**src/rtl/seg_accum_pkg.sv**
```systemverilog
package seg_accum_pkg;
  typedef enum logic {
    ST_RUN   = 1'b0,
    ST_FLUSH = 1'b1
  } acc_state_t;
endpackage

```
**src/rtl/seg_slice.sv**
```systemverilog
// One slice of the accumulator: a short adder, its sum register and,
// optionally, a registered carry towards the next slice.
module seg_slice #(
  parameter int SW         = 8,
  parameter bit KEEP_CARRY = 1'b1
) (
  input  logic          clk,
  input  logic          rst,
  input  logic          clr,
  input  logic [SW-1:0] addend,
  input  logic          cin,
  output logic [SW-1:0] sum_q,
  output logic          cout_q
);
  logic [SW:0] nxt;

  always_comb begin
    nxt = {1'b0, sum_q} + {1'b0, addend} + {{SW{1'b0}}, cin};
  end

  always_ff @(posedge clk) begin
    if (rst || clr) begin
      sum_q  <= '0;
      cout_q <= 1'b0;
    end else begin
      sum_q  <= nxt[SW-1:0];
      // top slice: the carry leaves the modulo range and is dropped
      cout_q <= KEEP_CARRY ? nxt[SW] : 1'b0;
    end
  end
endmodule

```
**src/rtl/flush_ctrl.sv**
```systemverilog
// Read-out sequencer: stops intake and waits for the carry chain to drain.
module flush_ctrl
  import seg_accum_pkg::*;
(
  input  logic clk,
  input  logic rst,
  input  logic clr,
  input  logic rd_req,
  input  logic carries_zero,
  output logic in_ready,
  output logic out_valid
);
  acc_state_t st, st_nxt;
  logic       done;

  always_comb begin
    st_nxt = st;
    done   = 1'b0;
    case (st)
      ST_RUN:   if (rd_req) st_nxt = ST_FLUSH;
      ST_FLUSH: if (carries_zero) begin
        st_nxt = ST_RUN;
        done   = 1'b1;
      end
      default:  st_nxt = ST_RUN;
    endcase
  end

  always_ff @(posedge clk) begin
    if (rst || clr) begin
      st        <= ST_RUN;
      in_ready  <= 1'b1;
      out_valid <= 1'b0;
    end else begin
      st        <= st_nxt;
      in_ready  <= (st_nxt == ST_RUN);
      out_valid <= done;
    end
  end
endmodule

```
**src/rtl/seg_accum.sv**
```systemverilog
// Wide accumulator built from NSEG short slices with pipelined carries.
module seg_accum #(
  parameter int W    = 32,
  parameter int NSEG = 4
) (
  input  logic         clk,
  input  logic         rst,
  input  logic         clr,
  input  logic         in_valid,
  input  logic [W-1:0] in_data,
  input  logic         rd_req,
  output logic         in_ready,
  output logic [W-1:0] acc_out,
  output logic         out_valid
);
  localparam int SW = W / NSEG;

  logic         take;
  logic [W-1:0] addend;
  logic [NSEG:0] carry;
  logic         carries_zero;

  // during a flush the addend is forced to zero
  assign take   = in_valid & in_ready;
  assign addend = take ? in_data : '0;
  assign carry[0] = 1'b0;
  assign carries_zero = ~|carry[NSEG:1];

  for (genvar g = 0; g < NSEG; g++) begin : g_slice
    seg_slice #(
      .SW        (SW),
      .KEEP_CARRY(g < NSEG - 1)
    ) u_slice (
      .clk   (clk),
      .rst   (rst),
      .clr   (clr),
      .addend(addend[g*SW +: SW]),
      .cin   (carry[g]),
      .sum_q (acc_out[g*SW +: SW]),
      .cout_q(carry[g+1])
    );
  end

  flush_ctrl u_ctrl (
    .clk         (clk),
    .rst         (rst),
    .clr         (clr),
    .rd_req      (rd_req),
    .carries_zero(carries_zero),
    .in_ready    (in_ready),
    .out_valid   (out_valid)
  );
endmodule

```
**config.mk**
```make
export PLATFORM = sky130hd
export DESIGN_NAME = seg_accum
export DESIGN_NICKNAME = d
export VERILOG_FILES = /design/src/rtl/seg_accum_pkg.sv /design/src/rtl/seg_slice.sv /design/src/rtl/flush_ctrl.sv /design/src/rtl/seg_accum.sv
export SDC_FILE = /design/constraint.sdc
export NUM_CORES = 1
export LEC_CHECK = 0
export BUFFER_PORTS_ARGS = -buffer_cell sky130_fd_sc_hd__buf_2
export CAP_MARGIN = 10
export CORE_MARGIN = 10
export CORE_UTILIZATION = 35
export CTS_BUF_LIST = sky130_fd_sc_hd__clkbuf_2
export DETAILED_ROUTE_END_ITERATION = 10
export SLEW_MARGIN = 20
export SYNTH_ARGS = -nofsm -noshare
export SYNTH_HDL_FRONTEND = slang
export SYNTH_SLANG_ARGS = --single-unit
```
**constraint.sdc**
```tcl
create_clock -name clk -period 3.2 [get_ports clk]
set_clock_uncertainty 0.05 [all_clocks]
set_input_delay 0.48 -clock clk [delete_from_list [all_inputs] [get_ports clk]]
set_output_delay 0.48 -clock clk [all_outputs]
set_load 0.01 [all_outputs]
```
==> flow_summary_export.csv <==
group,metric,value,unit
floorplan,dieArea,10900,µm²
timing,finalMaxSlewViolations,0,
synth,syn_area,2490,µm²
cells_and_area,mostFrequentLayoutCell,"buf_2",
floorplan,coreArea,6870,µm²
clocking,cts_sinks,38,
detailed_routing,vias,2280,
setup_path,cp.arrival,2.69,ns
floorplan,rows,30,
clocking,cts_max_level,2,
detailed_routing,drt-initial-drc-count,54,
timing,hold_ws,0.393,ns
cells_and_area,diodes,0,
detailed_routing,ant_nets,0,
synth,synth_compound_area_share,14.9,%
synth,synth_top_family_by_area,"simple AND/OR/NAND/NOR gates",
setup_path,startpoint_type,"flip-flop",
synth,ys.flop_type,"dfxtp_1",
timing,hold_viol_final,0,
setup_path,cp_max_fo,5,
timing,tns,0,ns
pwr,vdd_ir_drop_max,152,µV
detailed_routing,routed_wl,6600,µm
setup_path,r2r-start,"u_ctrl.in_ready",
synth,yosysUniqueCellTypes,43,
clocking,cts_root_buf,"clkbuf_2",
clocking,clk_latency,0.39,ns
synth,synthArstFlopShare,0,%
synth,netlist_instances,288,
timing,period_share,76.0,%
synth,synth.mux.area_fraction,1.21,%
detailed_routing,drc_errors,0,
synth,synth-simple-area-share,25.3,%
synth,synth_edf_count,0,
pwr,power_density,327,nW/µm²
cells_and_area,drive_gt1_share,22.6,%
setup_path,r2r-end,"g_slice[3].u_slice.sum_q[6]",
floorplan,die_x,104,µm
clocking,cts_setup_buffers,0,
grt,grt_pass1_wl,11100,µm
clocking,cts_tree,"done",
timing,maxSlewHeadroom,44.2,%
grt,overflow,0,
timing,setup_ws,0.769,ns
place,pre_cts_ws,0.432,ns
clocking,clkTransAtPathRegs,0.20,ns
synth,synth-seq-area-share,30.6,%
cells_and_area,final_cell_mix,"buf_2, dfxtp_1, and3_1, ha_1, nor2_1",
detailed_routing,vias_per_cell,5.01,
floorplan,io-pin-count,71,
cells_and_area,regArea,761,µm²
synth,synth_fa_ha_area_share,19.7,%
synth,ys_ff_latch,38,
clocking,cts_hold_buf,0,
detailed_routing,first_pass_iters,4,
floorplan,initial_utilization,36.2,%
timing,max_freq,411,MHz
synth,synth_warnings,0,
setup_path,cpMaxStageDelayCell,"fa_1",
cells_and_area,post-route-cell-area,2990,µm²
place,io_buffers,70,
place,dpl-instance-area,2950,µm²
timing,setup_viol,0,
cells_and_area,syn2layout_area_growth,19.9,%
grt,antenna_found_initial,0,
setup_path,crit_chain,"and2_1 > nand2_1 > fa_1 > fa_1 > nor2b_1 > o21ai_0 > a21oi_1 > mux2i_1 > nand2_1",
clocking,post_cts_resized,0,
cells_and_area,fin_util,43.5,%
setup_path,worst-r2r-setup-slack,0.77,ns
setup_path,slowest_delay,0.42,ns
synth,synth_xor_area_share,3.52,%
worst_hold_path,holdPathEnd,"u_ctrl.in_ready",
cells_and_area,multi_input_area,1610,µm²
grt,grt_max_degree,29,
place,globalplace.congestion,0.834,
place,hpwlAfterDp,5180,µm
clocking,cts_buffer_depth,2,
detailed_routing,routedWlPerCell,14.5,µm
grt,grt_util_all_layers,12.0,%
grt,grt_pass1_vias,2358,
timing,rsz0062_at_grt,"false",
pwr,leakage,0.00153,µW
worst_hold_path,hp-class,"in -> reg",
cells_and_area,nets,430,
setup_path,critPathCaptureType,"flip-flop",
worst_hold_path,min_from,"rd_req",
cells_and_area,n_fill_cell,721,
setup_path,cp.required,3.45,ns
timing,fin_crit,2.43,ns
synth,syn_nets,360,
clocking,cts_buffers,5,
setup_path,r2r_cells,9,
setup_path,critPathKind,"reg -> reg",
floorplan,die_h,104,µm
synth,syn_avg_cell_area,8.65,µm²
timing,tightest_slew,0.833,ns
worst_hold_path,min_delay_path_depth,4,
flow_run,drv_cap,0,
outcome,status,"finished, final reports clean",
-- worst max-delay path by stage --
stage / endpoint / depth (start not counted) / from
2_1_floorplan: g_slice[2].u_slice.cout_q / 10 / in_valid
3_3_place_gp: g_slice[2].u_slice.cout_q / 11 / in_valid
3_5_place_dp: g_slice[3].u_slice.sum_q[6] / 10 / in_valid
4_1_cts: g_slice[3].u_slice.sum_q[6] / 9 / u_ctrl.in_ready
5_1_grt: g_slice[3].u_slice.sum_q[6] / 9 / u_ctrl.in_ready
6_report: g_slice[3].u_slice.sum_q[6] / 9 / u_ctrl.in_ready
-- per-stage QoR --
stage | std cells | total power [µW]
floorplan | 288 | 683
global placement | 447 | 765
detailed placement | 447 | 769
CTS | 455 | 995
global route | 455 | 1050
finish | 455 | 977
-- state kept, by name, indices dropped and copies added, names as in the netlist --
| name | count |
|---|---|
| g_slice.u_slice.cout_q | 3 |
| u_ctrl.st | 1 |
| u_ctrl.in_ready | 1 |
| g_slice.u_slice.sum_q | 32 |
| u_ctrl.out_valid | 1 |
-- layer usage --
metal / share of wire (%) / global-route usage [%] / vias to the layer above
met3: 5.3 / 3.72 / 6
met2: 46 / 20.4 / 52
met5: 0 / 0 / -
met1: 48 / 14.1 / 1047
li1: - / - / 1175
met4: 0.88 / 3.38 / 0
-- power by group --
| group | internal, µW | leakage (µW) | switching [µW] | total, µW |
|---|---|---|---|---|
| clock network | 53.9 | 0.0000304 | 164 | 218 |
| registers | 498 | 0.000310 | 15.1 | 513 |
| logic | 110 | 0.00119 | 135 | 246 |
| total | 662 | 0.00153 | 315 | 977 |
-- cells in the mapped netlist, types with 2 or more instances --
master / count / share of area (%)
nand4b_1: 3 / 1.1
nand3_1: 4 / 0.80
xor2_1: 2 / 0.70
o21a_1: 5 / 1.5
nand3b_1: 3 / 0.90
a31oi_1: 4 / 1.0
inv_1: 20 / 3.0
o21ai_0: 11 / 2.2
fa_1: 7 / 5.6
nand4_1: 2 / 0.50
a211oi_1: 4 / 1.2
o311ai_0: 2 / 0.70
xnor2_1: 8 / 2.8
a21o_1: 4 / 1.2
nor3b_1: 3 / 0.90
and3_1: 32 / 8.0
nor3_1: 12 / 2.4
dfxtp_1: 38 / 31
clkbuf_1: 9 / 1.4
nor2b_1: 6 / 1.5
o211ai_1: 2 / 0.60
and2_1: 7 / 1.8
mux2i_1: 3 / 1.2
or3_1: 2 / 0.50
nand2_1: 13 / 2.0
nor4_1: 2 / 0.50
o21bai_1: 2 / 0.60
o41ai_1: 2 / 0.70
nor2_1: 23 / 3.5
a21oi_1: 13 / 2.6
ha_1: 28 / 14
-- area by class of cell --
| class | instances | area share, % |
|---|---|---|
| Tap cell | 96 | 4.02 |
| Timing Repair Buffer | 74 | 12.7 |
| Clock buffer | 6 | 1.01 |
| Inverter | 20 | 2.51 |
| Multi-Input combinational cell | 219 | 53.9 |
| Clock inverter | 2 | 0.293 |
| Sequential cell | 38 | 25.5 |
-- worst max-delay path: cells and delay by family (launching register included) --
family,cells,cell delay (ns)
AO/OA/AOI/OAI,2,0.34
flip-flops,1,0.36
AND/OR/NAND/NOR,4,0.59
multiplexers,1,0.20
adder cells (fa/ha/maj),2,0.82
-- logic make-up (layout without fill, tap and decap cells) --
logic type                 after synthesis  after routing
DFF                                     38             38
adders and majority gates               35             35
and+or+nand+nor                        115            115
xor gates and xnor gates                10             10
muxes                                    3              3
buffers and inverters                   31            102
AOI/OAI and AO/OA                       56             56
No activity file was read; power rests on OpenSTA's default activity.
